[src/rtl/wdt_pkg.sv]
package wdt_pkg;
  localparam int unsigned DATA_W        = 32;
  localparam int unsigned ADDR_W        = 3;
  localparam int unsigned CMD_START_BIT = 0;
  localparam int unsigned CMD_STOP_BIT  = 1;
  localparam int unsigned IRQ_BIT       = 30;
  localparam int unsigned TALLY_LSB     = 12;

  typedef enum logic [ADDR_W-1:0] {
    ADR_SRC    = 3'd0,
    ADR_PERIOD = 3'd1,
    ADR_CMD    = 3'd2,
    ADR_TSTAT  = 3'd3,
    ADR_WSTAT  = 3'd4
  } wdt_addr_e;
endpackage

[src/rtl/wdt_regs.sv]
module wdt_regs
  import wdt_pkg::*;
#(
  parameter int unsigned CNT_W = 29,
  parameter int unsigned SRC_W = 4,
  parameter int unsigned EXP_W = 3
) (
  input  logic              clk,
  input  logic              rst_n,
  input  logic              reg_we,
  input  logic              reg_re,
  input  logic [ADDR_W-1:0] reg_addr,
  input  logic [DATA_W-1:0] reg_wdata,
  input  logic              run_en,
  input  logic [CNT_W-1:0]  live_cnt,
  input  logic [EXP_W-1:0]  tally,
  input  logic              irq_pend,
  output logic [CNT_W-1:0]  period_q,
  output logic              cmd_start,
  output logic              cmd_stop,
  output logic              irq_clr,
  output logic [DATA_W-1:0] reg_rdata
);
  logic [SRC_W-1:0]  src_q;
  logic [DATA_W-1:0] rd_mux;
  logic              wr_cmd;

  assign wr_cmd    = reg_we && (reg_addr == ADR_CMD);
  assign cmd_stop  = wr_cmd && reg_wdata[CMD_STOP_BIT];
  assign cmd_start = wr_cmd && reg_wdata[CMD_START_BIT] && !reg_wdata[CMD_STOP_BIT];
  assign irq_clr   = reg_we && (reg_addr == ADR_TSTAT) && reg_wdata[IRQ_BIT];

  always_ff @(posedge clk or negedge rst_n) begin
    if (!rst_n) begin
      src_q    <= '0;
      period_q <= '0;
    end else if (reg_we) begin
      if (reg_addr == ADR_SRC)    src_q    <= reg_wdata[SRC_W-1:0];
      if (reg_addr == ADR_PERIOD) period_q <= reg_wdata[CNT_W-1:0];
    end
  end

  always_comb begin
    rd_mux = '0;
    case (reg_addr)
      ADR_SRC:    rd_mux[SRC_W-1:0] = src_q;
      ADR_PERIOD: rd_mux[CNT_W-1:0] = period_q;
      ADR_TSTAT: begin
        if (run_en) rd_mux[CNT_W-1:0] = live_cnt;
        rd_mux[IRQ_BIT] = irq_pend;
      end
      ADR_WSTAT:  if (run_en) rd_mux[TALLY_LSB +: EXP_W] = tally;
      default:    rd_mux = '0;
    endcase
  end

  always_ff @(posedge clk or negedge rst_n) begin
    if (!rst_n)      reg_rdata <= '0;
    else if (reg_re) reg_rdata <= rd_mux;
  end
endmodule

[src/rtl/wdt_downcnt.sv]
module wdt_downcnt #(
  parameter int unsigned CNT_W = 29
) (
  input  logic             clk,
  input  logic             rst_n,
  input  logic             run_en,
  input  logic             tick_us,
  input  logic             load,
  input  logic             halt,
  input  logic [CNT_W-1:0] period,
  output logic [CNT_W-1:0] cnt_q,
  output logic             expire
);
  logic at_end;

  assign at_end = (cnt_q == '0) || (cnt_q == CNT_W'(1));
  assign expire = run_en && tick_us && !load && !halt && at_end;

  always_ff @(posedge clk or negedge rst_n) begin
    if (!rst_n) begin
      cnt_q <= '0;
    end else if (load) begin
      cnt_q <= period;
    end else if (run_en && tick_us && !halt) begin
      if (at_end) cnt_q <= period;
      else        cnt_q <= cnt_q - CNT_W'(1);
    end
  end
endmodule

[src/rtl/wdt_expiry.sv]
module wdt_expiry #(
  parameter int unsigned EXPIRATIONS = 5,
  parameter int unsigned EXP_W       = 3
) (
  input  logic             clk,
  input  logic             rst_n,
  input  logic             load,
  input  logic             halt,
  input  logic             expire,
  input  logic             irq_clr,
  output logic             run_en,
  output logic [EXP_W-1:0] tally,
  output logic             irq_pend,
  output logic             sys_reset
);
  localparam logic [EXP_W-1:0] LAST = EXP_W'(EXPIRATIONS - 1);
  logic final_hit;

  assign final_hit = expire && (tally == LAST);

  always_ff @(posedge clk or negedge rst_n) begin
    if (!rst_n) begin
      run_en    <= 1'b0;
      tally     <= '0;
      irq_pend  <= 1'b0;
      sys_reset <= 1'b0;
    end else begin
      sys_reset <= final_hit;
      if (halt)           run_en <= 1'b0;
      else if (load)      run_en <= 1'b1;
      else if (final_hit) run_en <= 1'b0;

      if (load || final_hit) tally <= '0;
      else if (expire)       tally <= tally + EXP_W'(1);

      if (expire)       irq_pend <= 1'b1;
      else if (irq_clr) irq_pend <= 1'b0;
    end
  end
endmodule

[src/rtl/wdt_multi_expiry.sv]
module wdt_multi_expiry
  import wdt_pkg::*;
#(
  parameter int unsigned CNT_W       = 29,
  parameter int unsigned SRC_W       = 4,
  parameter int unsigned EXPIRATIONS = 5
) (
  input  logic        clk,
  input  logic        rst_n,
  input  logic        tick_us,
  input  logic        reg_we,
  input  logic        reg_re,
  input  logic [2:0]  reg_addr,
  input  logic [31:0] reg_wdata,
  output logic [31:0] reg_rdata,
  output logic        irq,
  output logic        sys_reset
);
  localparam int unsigned EXP_W = $clog2(EXPIRATIONS);

  logic [CNT_W-1:0] period_q;
  logic [CNT_W-1:0] live_cnt;
  logic [EXP_W-1:0] tally;
  logic             cmd_start, cmd_stop, irq_clr;
  logic             run_en, expire;

  wdt_regs #(.CNT_W(CNT_W), .SRC_W(SRC_W), .EXP_W(EXP_W)) u_regs (
    .clk(clk), .rst_n(rst_n), .reg_we(reg_we), .reg_re(reg_re),
    .reg_addr(reg_addr), .reg_wdata(reg_wdata), .run_en(run_en),
    .live_cnt(live_cnt), .tally(tally), .irq_pend(irq),
    .period_q(period_q), .cmd_start(cmd_start), .cmd_stop(cmd_stop),
    .irq_clr(irq_clr), .reg_rdata(reg_rdata)
  );

  wdt_downcnt #(.CNT_W(CNT_W)) u_cnt (
    .clk(clk), .rst_n(rst_n), .run_en(run_en), .tick_us(tick_us),
    .load(cmd_start), .halt(cmd_stop), .period(period_q),
    .cnt_q(live_cnt), .expire(expire)
  );

  wdt_expiry #(.EXPIRATIONS(EXPIRATIONS), .EXP_W(EXP_W)) u_exp (
    .clk(clk), .rst_n(rst_n), .load(cmd_start), .halt(cmd_stop),
    .expire(expire), .irq_clr(irq_clr), .run_en(run_en), .tally(tally),
    .irq_pend(irq), .sys_reset(sys_reset)
  );
endmodule

[config.mk]
export PLATFORM = sky130hd
export DESIGN_NAME = wdt_multi_expiry
export DESIGN_NICKNAME = d
export VERILOG_FILES = /design/src/rtl/wdt_pkg.sv /design/src/rtl/wdt_regs.sv /design/src/rtl/wdt_downcnt.sv /design/src/rtl/wdt_expiry.sv /design/src/rtl/wdt_multi_expiry.sv
export SDC_FILE = /design/constraint.sdc
export NUM_CORES = 1
export LEC_CHECK = 0
export ABC_AREA = 1
export BUFFER_PORTS_ARGS = -buffer_cell sky130_fd_sc_hd__clkbuf_2
export CAP_MARGIN = 15
export CORE_MARGIN = 1
export CORE_UTILIZATION = 60
export DETAILED_ROUTE_END_ITERATION = 16
export PLACE_DENSITY = 0.83
export SKIP_LAST_GASP = 1
export SYNTH_ARGS = -nofsm -noshare
export SYNTH_HDL_FRONTEND = slang
export SYNTH_SLANG_ARGS = --single-unit
[constraint.sdc]
create_clock -name clk -period 2.75 [get_ports clk]
set_input_delay 0.6875 -clock clk [delete_from_list [all_inputs] [get_ports clk]]
set_output_delay 0.6875 -clock clk [all_outputs]
set_load 0.02 [all_outputs]
# [Word-level counts from Yosys, hierarchy flattened]
# Index checks and enable logic that the tools add are counted.
# Widths: inputs -> output; s select.
[totals] ff_bits=98 inputBits=40 output_inout_bits=34 word_cells=58
[classes] add_sub_neg=2 eq_ne=6 n_mux=17 reduce_logical=25
[op_table] operator="$mux 29" count=4
[op_table] operator="$eq 29x1->1 const B" count=1
[op_table] operator="$logic_not 29->1" count=1
[op_table] operator="$sub 29x1->29 const B" count=1
[op_table] operator="$pmux 14 s2" count=1
[op_table] operator="$pmux 8 s2" count=1
[op_table] operator="$logic_and 1x1->1" count=12
[op_table] operator="$pmux 4 s3" count=1
[op_table] operator="$mux 3" count=3
[op_table] operator="$pmux 3 s3" count=1
[op_table] operator="$eq 3x2->1 const B" count=2
[op_table] operator="$eq 3x3->1 const B" count=2
[op_table] operator="$mux 1" count=6
[op_table] operator="$reduce_bool 2->1" count=3
[op_table] operator="$reduce_and 2->1" count=2
[op_table] operator="$add 3x1->3 const B" count=1
[op_table] operator="$eq 3x1->1 const B" count=1
[op_table] operator="$logic_not 1->1" count=3
[op_table] operator="$logic_not 3->1" count=1
[op_table] operator="$reduce_bool 3->1" count=1
[op_table] operator="$logic_or 1x1->1" count=2

# [Longest topological paths before layout]
[depth] depth_word=12 depth_mapped=11 mapped_depth_nobuf=11

# [Hierarchy]
# A second synthesis with hierarchy kept.
[unflattened] hier_cells=836 area_unflattened_um2=5775.5
[modules_own_cells] module="wdt_regs" n_inst=1 cells_per_inst=403 area_each_um2=2987.9 seq_area_each_um2=1576.5
[modules_own_cells] module="wdt_downcnt" n_inst=1 cells_per_inst=402 area_each_um2=2501.1 seq_area_each_um2=725.7
[modules_own_cells] module="wdt_expiry" n_inst=1 cells_per_inst=31 area_each_um2=286.5 seq_area_each_um2=150.1

# [Least setup slack after synthesis]
# OpenSTA, ideal clock, no wires.
[synth_path] path_type="input-to-reg" start="in reg_addr[0]" end="reg u_cnt.cnt_q[13]" arrival_ps=1671 required_ps=2682 setup_slack_ps=1011 path_stages=7 path_buffers=0 path_cell_list="nor2_1 -> nand4_1 -> nand2_1 -> inv_2 -> nor2_1 -> nand2_1 -> nand3_1"
[synth_between] elab_chain_cells=6 word_cells_on_any_way=9
[synth_lines] item="start: declaration" line_no="wdt_multi_expiry.sv:13" source="input logic [2:0] reg_addr,"
[synth_lines] item="$eq 3x2->1 *" line_no="wdt_regs.sv:28" source="assign wr_cmd = reg_we && (reg_addr == ADR_CMD);"
[synth_lines] item="$logic_and 1x1->1 *" line_no="wdt_regs.sv:28"
[synth_lines] item="$logic_and 1x1->1" line_no="wdt_regs.sv:29" source="assign cmd_stop = wr_cmd && reg_wdata[CMD_STOP_BIT];"
[synth_lines] item="$logic_not 1->1" line_no="wdt_downcnt.sv:24" source="end else if (run_en && tick_us && !halt) begin"
[synth_lines] item="$logic_and 1x1->1" line_no="wdt_downcnt.sv:24"
[synth_lines] item="$reduce_bool 2->1 (no source line)"
[synth_lines] item="end signal: assignment" line_no="wdt_downcnt.sv:23" source="cnt_q <= period;"
[synth_lines] item="end signal: assignment" line_no="wdt_downcnt.sv:25" source="if (at_end) cnt_q <= period;"
[synth_lines] item="end signal: assignment" line_no="wdt_downcnt.sv:26" source="else cnt_q <= cnt_q - CNT_W'(1);"
[synth_lines] item="end: declaration" line_no="wdt_downcnt.sv:11" source="output logic [CNT_W-1:0] cnt_q,"
# Mark *: on every way between the ends. The rest lies on a longest branch, timed or not.
# A chain may end at the register's enable or synchronous reset.

# [Final worst setup path]
[layout_path] start="reg u_cnt.cnt_q[0]" end="reg u_cnt.cnt_q[19]"
[layout_between] elab_chain_cells=5 word_cells_on_any_way=7
[layout_lines] item="parallel branches: the longest is 2 deep, another holds $sub 29x1->29"
[layout_lines] item="$mux 29 *" line_no="wdt_downcnt.sv:25"
[layout_lines] item="$mux 29 *" line_no="wdt_downcnt.sv:24"
[layout_lines] item="$mux 29 *" line_no="wdt_downcnt.sv:22" source="end else if (load) begin"
# Every way passes the cells marked *. The select of a mux whose other input is x is not followed.

==> impl_metrics.sql <==
INSERT INTO impl_metrics (metric_group, metric, value, unit) VALUES
('floorplan', 'io_pins', '74', ''),
('drt', 'route.detailed.drc', '0', ''),
('sta', 'finalCriticalPeriod', '2.29', 'ns'),
('yosys', 'top_reg_cell_synth', 'sky130_fd_sc_hd__dfrtp_1', ''),
('finish', 'final_nets', '829', ''),
('sta', 'final-hold-violation-count', '0', ''),
('sta', 'final-setup-viol-count', '0', ''),
('finish', 'mostFrequentLayoutCells', '220 x sky130_fd_sc_hd__nand2_1, 101 x sky130_fd_sc_hd__inv_1, 98 x sky130_fd_sc_hd__dfrtp_1', ''),
('yosys', 'synth_top_family_by_area', 'simple AND/OR/NAND/NOR gates', ''),
('clock_network', 'cts.repair_timing.setup_buffer_count', '0', ''),
('pwr', 'fin_total_pwr', '4.76', 'mW'),
('worst_setup_path', 'timing.critical_path.arrival', '2.61', 'ns'),
('drt', 'dr.pass1.iters', '5', ''),
('worst_setup_path', 'critical-path-max-stage-delay', '0.50', 'ns'),
('sta', 'rsz0062_at_grt', 'false', ''),
('worst_setup_path', 'ff2ff_setup_slack', '0.46', 'ns'),
('sta', 'worst_slew_pin_slew', '0.749', 'ns'),
('floorplan', 'die_height', '96.4', 'um'),
('finish', 'fillerInstances', '756', ''),
('sta', 'maxSlewHeadroom', '50.0', '%'),
('flow_run', 'maxCapViolations', '0', ''),
('drt', 'detail_route.wl_per_cell', '14.5', 'um'),
('yosys', 'synth-compound-area-share', '11.0', '%'),
('drt', 'drt_wl_total', '13000', 'um'),
('worst_setup_path', 'setup.worst_path.end_class', 'register', ''),
('status', 'status', 'finished clean', ''),
('clock_network', 'worst_setup_hold_path_clk_slew', '0.10', 'ns'),
('floorplan', 'die_area', '9300', 'um2'),
('placement', 'dp.final_hpwl', '9120', 'um'),
('drt', 'num_vias', '4912', ''),
('pwr', 'peakVddDrop', '0.000387', 'V'),
('sta', 'clock-skew-final', '0.00916', 'ns'),
('sta', 'finalSetupTns', '0', 'ns'),
('yosys', 'post_synth_and_or_nand_nor_area_fraction', '28.5', '%'),
('floorplan', 'start_util', '61.6', '%'),
('worst_setup_path', 'timing.setup.critical_path_class', 'reg2reg', ''),
('placement', 'port_buffers', '69', ''),
('yosys', 'synthesized_area_fraction_occupied_by_adder_cells', '0.936', '%'),
('yosys', 'muxShareOfSynthArea', '1.26', '%'),
('yosys', 'synth_edf_count', '0', ''),
('worst_setup_path', 'cp_data_required_time', '3.07', 'ns'),
('placement', 'gpl.final_weighted_congestion', '0.935', ''),
('worst_setup_path', 'setup.worst_path.start_class', 'register', ''),
('worst_hold_path', 'hold_path.class', 'in2async', ''),
('clock_network', 'cts_hold_buffers', '0', ''),
('worst_setup_path', 'rr_endpoint', 'u_cnt.cnt_q[19]$_DFFE_PN0P_', ''),
('clock_network', 'cts.path.max_buffers', '2', ''),
('sta', 'maxClockFrequency', '0.437', 'GHz'),
('worst_setup_path', 'highest_delay_cell_along_the_critical_path', 'sky130_fd_sc_hd__nor2_1', ''),
('worst_setup_path', 'path_cells', 'inv_1 > ha_1 > nand2_2 > a21oi_2 > nand2_1 > nand2_2 > nor2_1 > nand2_1 > nand3_1', ''),
('yosys', 'syn_avg_cell_area', '7.36', 'um2'),
('worst_setup_path', 'reg2reg_depth', '9', ''),
('floorplan', 'die_width', '96.4', 'um'),
('clock_network', 'worst_skew_pair.late_latency', '0.37', 'ns'),
('yosys', 'synth-seq-cells', '98', ''),
('yosys', 'synth.yosys.seq_area_share', '45.8', '%'),
('grt', 'grt_pass1_wl', '21300', 'um'),
('pwr', 'power.leakage', '3.14', 'nW'),
('yosys', 'synth_cells', '727', ''),
('clock_network', 'clock-root-buffer', 'sky130_fd_sc_hd__clkbuf_8', ''),
('yosys', 'async_flop_share', '100', '%'),
('grt', 'grt_start_max_net_pins', '56', ''),
('worst_setup_path', 'crit_fanout', '21', ''),
('drt', 'drt_initial_violations', '324', ''),
('grt', 'grt.total_usage', '30.0', '%'),
('floorplan', 'core_area', '8680', 'um2'),
('drt', 'detail-route-antenna-nets', '0', ''),
('yosys', 'synth.distinct_cells', '29', ''),
('floorplan', 'total_number_of_placement_rows', '34', ''),
('grt', 'grt_overflow_total', '0', ''),
('placement', 'dp.cells', '882', '');
-- synthesized netlist by cell type (4+ instances only) --
cell type                    n  area share (%)
sky130_fd_sc_hd__o21ai_0    45             4.2
sky130_fd_sc_hd__nand2_1   221              16
sky130_fd_sc_hd__nand4_1    10             1.2
sky130_fd_sc_hd__inv_1     101             7.1
sky130_fd_sc_hd__o32ai_1    17             2.8
sky130_fd_sc_hd__o22ai_1     8            0.94
sky130_fd_sc_hd__buf_2      10            0.94
sky130_fd_sc_hd__nor2_4      4            0.84
sky130_fd_sc_hd__buf_1       5            0.35
sky130_fd_sc_hd__dfrtp_1    98              46
sky130_fd_sc_hd__xor2_1     11             1.8
sky130_fd_sc_hd__mux2_2      6             1.3
sky130_fd_sc_hd__a21oi_1    29             2.7
sky130_fd_sc_hd__nor2_1     77             5.4
sky130_fd_sc_hd__inv_2       4            0.28
sky130_fd_sc_hd__ha_1        4            0.94
sky130_fd_sc_hd__nand3_1    46             4.3
sky130_fd_sc_hd__nor3_1      4            0.37
sky130_fd_sc_hd__clkbuf_1   10            0.70
-- metal layers --
layer / global-route usage (%) / share of wire (%)
met1: 39.4 / 44
met2: 50.0 / 48
met3: 5.40 / 6.6
met4: 10.3 / 1.3
met5: 0 / 0
-- cell families after synthesis --
logic type | count (synthesis)
simple gates | 369
buf+inv | 136
compound gates | 101
flops | 98
xor+xnor | 12
mux | 6
fa+ha+maj | 4
other cells | 1
-- worst max-delay path: cells and delay by family, from the launching register on --
family                   cells  cell delay [ns]
flip-flops                   1             0.43
AO/OA/AOI/OAI                1             0.08
adder cells (fa/ha/maj)      1             0.29
AND/OR/NAND/NOR              6             1.31
buffers and inverters        1             0.12
-- worst max path at each step --
stage / cells after the start / startpoint / slack, ns / end
after floorplan: 7 / reg_addr[0] / 1.01 / u_cnt.cnt_q[13]$_DFFE_PN0P_
after global placement: 7 / reg_addr[0] / 0.41 / u_cnt.cnt_q[22]$_DFFE_PN0P_
after detailed placement: 7 / reg_addr[0] / 0.32 / u_cnt.cnt_q[21]$_DFFE_PN0P_
after CTS: 9 / u_cnt.cnt_q[0]$_DFFE_PN0P_ / 0.56 / u_cnt.cnt_q[13]$_DFFE_PN0P_
after global routing: 9 / u_cnt.cnt_q[0]$_DFFE_PN0P_ / 0.36 / u_cnt.cnt_q[20]$_DFFE_PN0P_
final: 9 / u_cnt.cnt_q[0]$_DFFE_PN0P_ / 0.46 / u_cnt.cnt_q[19]$_DFFE_PN0P_
-- registers in the layout, indices dropped and copies added (netlist names) --
register,count
u_exp.irq_pend,1
u_regs.reg_rdata,30
u_cnt.cnt_q,29
u_regs.src_q,4
u_exp.sys_reset,1
u_exp.run_en,1
u_regs.period_q,29
u_exp.tally,3
-- power breakdown --
group	internal [mW]	switching, mW	leakage [nW]
Combinational	0.571	1.12	1.81
Clock	0.436	0.545	0.102
Sequential	1.76	0.324	1.23
Total	2.77	1.99	3.14
-- through the flow --
step	hold slack, ns	setup slack (ns)	util [%]	cell area, um2
after floorplan	0.392	1.01	-	5350
after global placement	0.464	0.411	66.4	5760
after detailed placement	0.466	0.323	66.4	5760
after CTS	0.314	0.562	68.8	5970
after global routing	0.334	0.363	68.8	5970
final	0.299	0.463	68.8	5970
-- layout make-up --
type | count | area (um2) | area share [%]
inverter | 105 | 394 | 6.60
tap | 108 | 135 | 2.26
clock buffer | 9 | 124 | 2.08
timing repair buffer | 77 | 433 | 7.25
clock inverter | 7 | 83.8 | 1.40
multi-input combinational | 494 | 2350 | 39.3
sequential | 98 | 2450 | 41.1
Power figures use the tool's default switching activity.
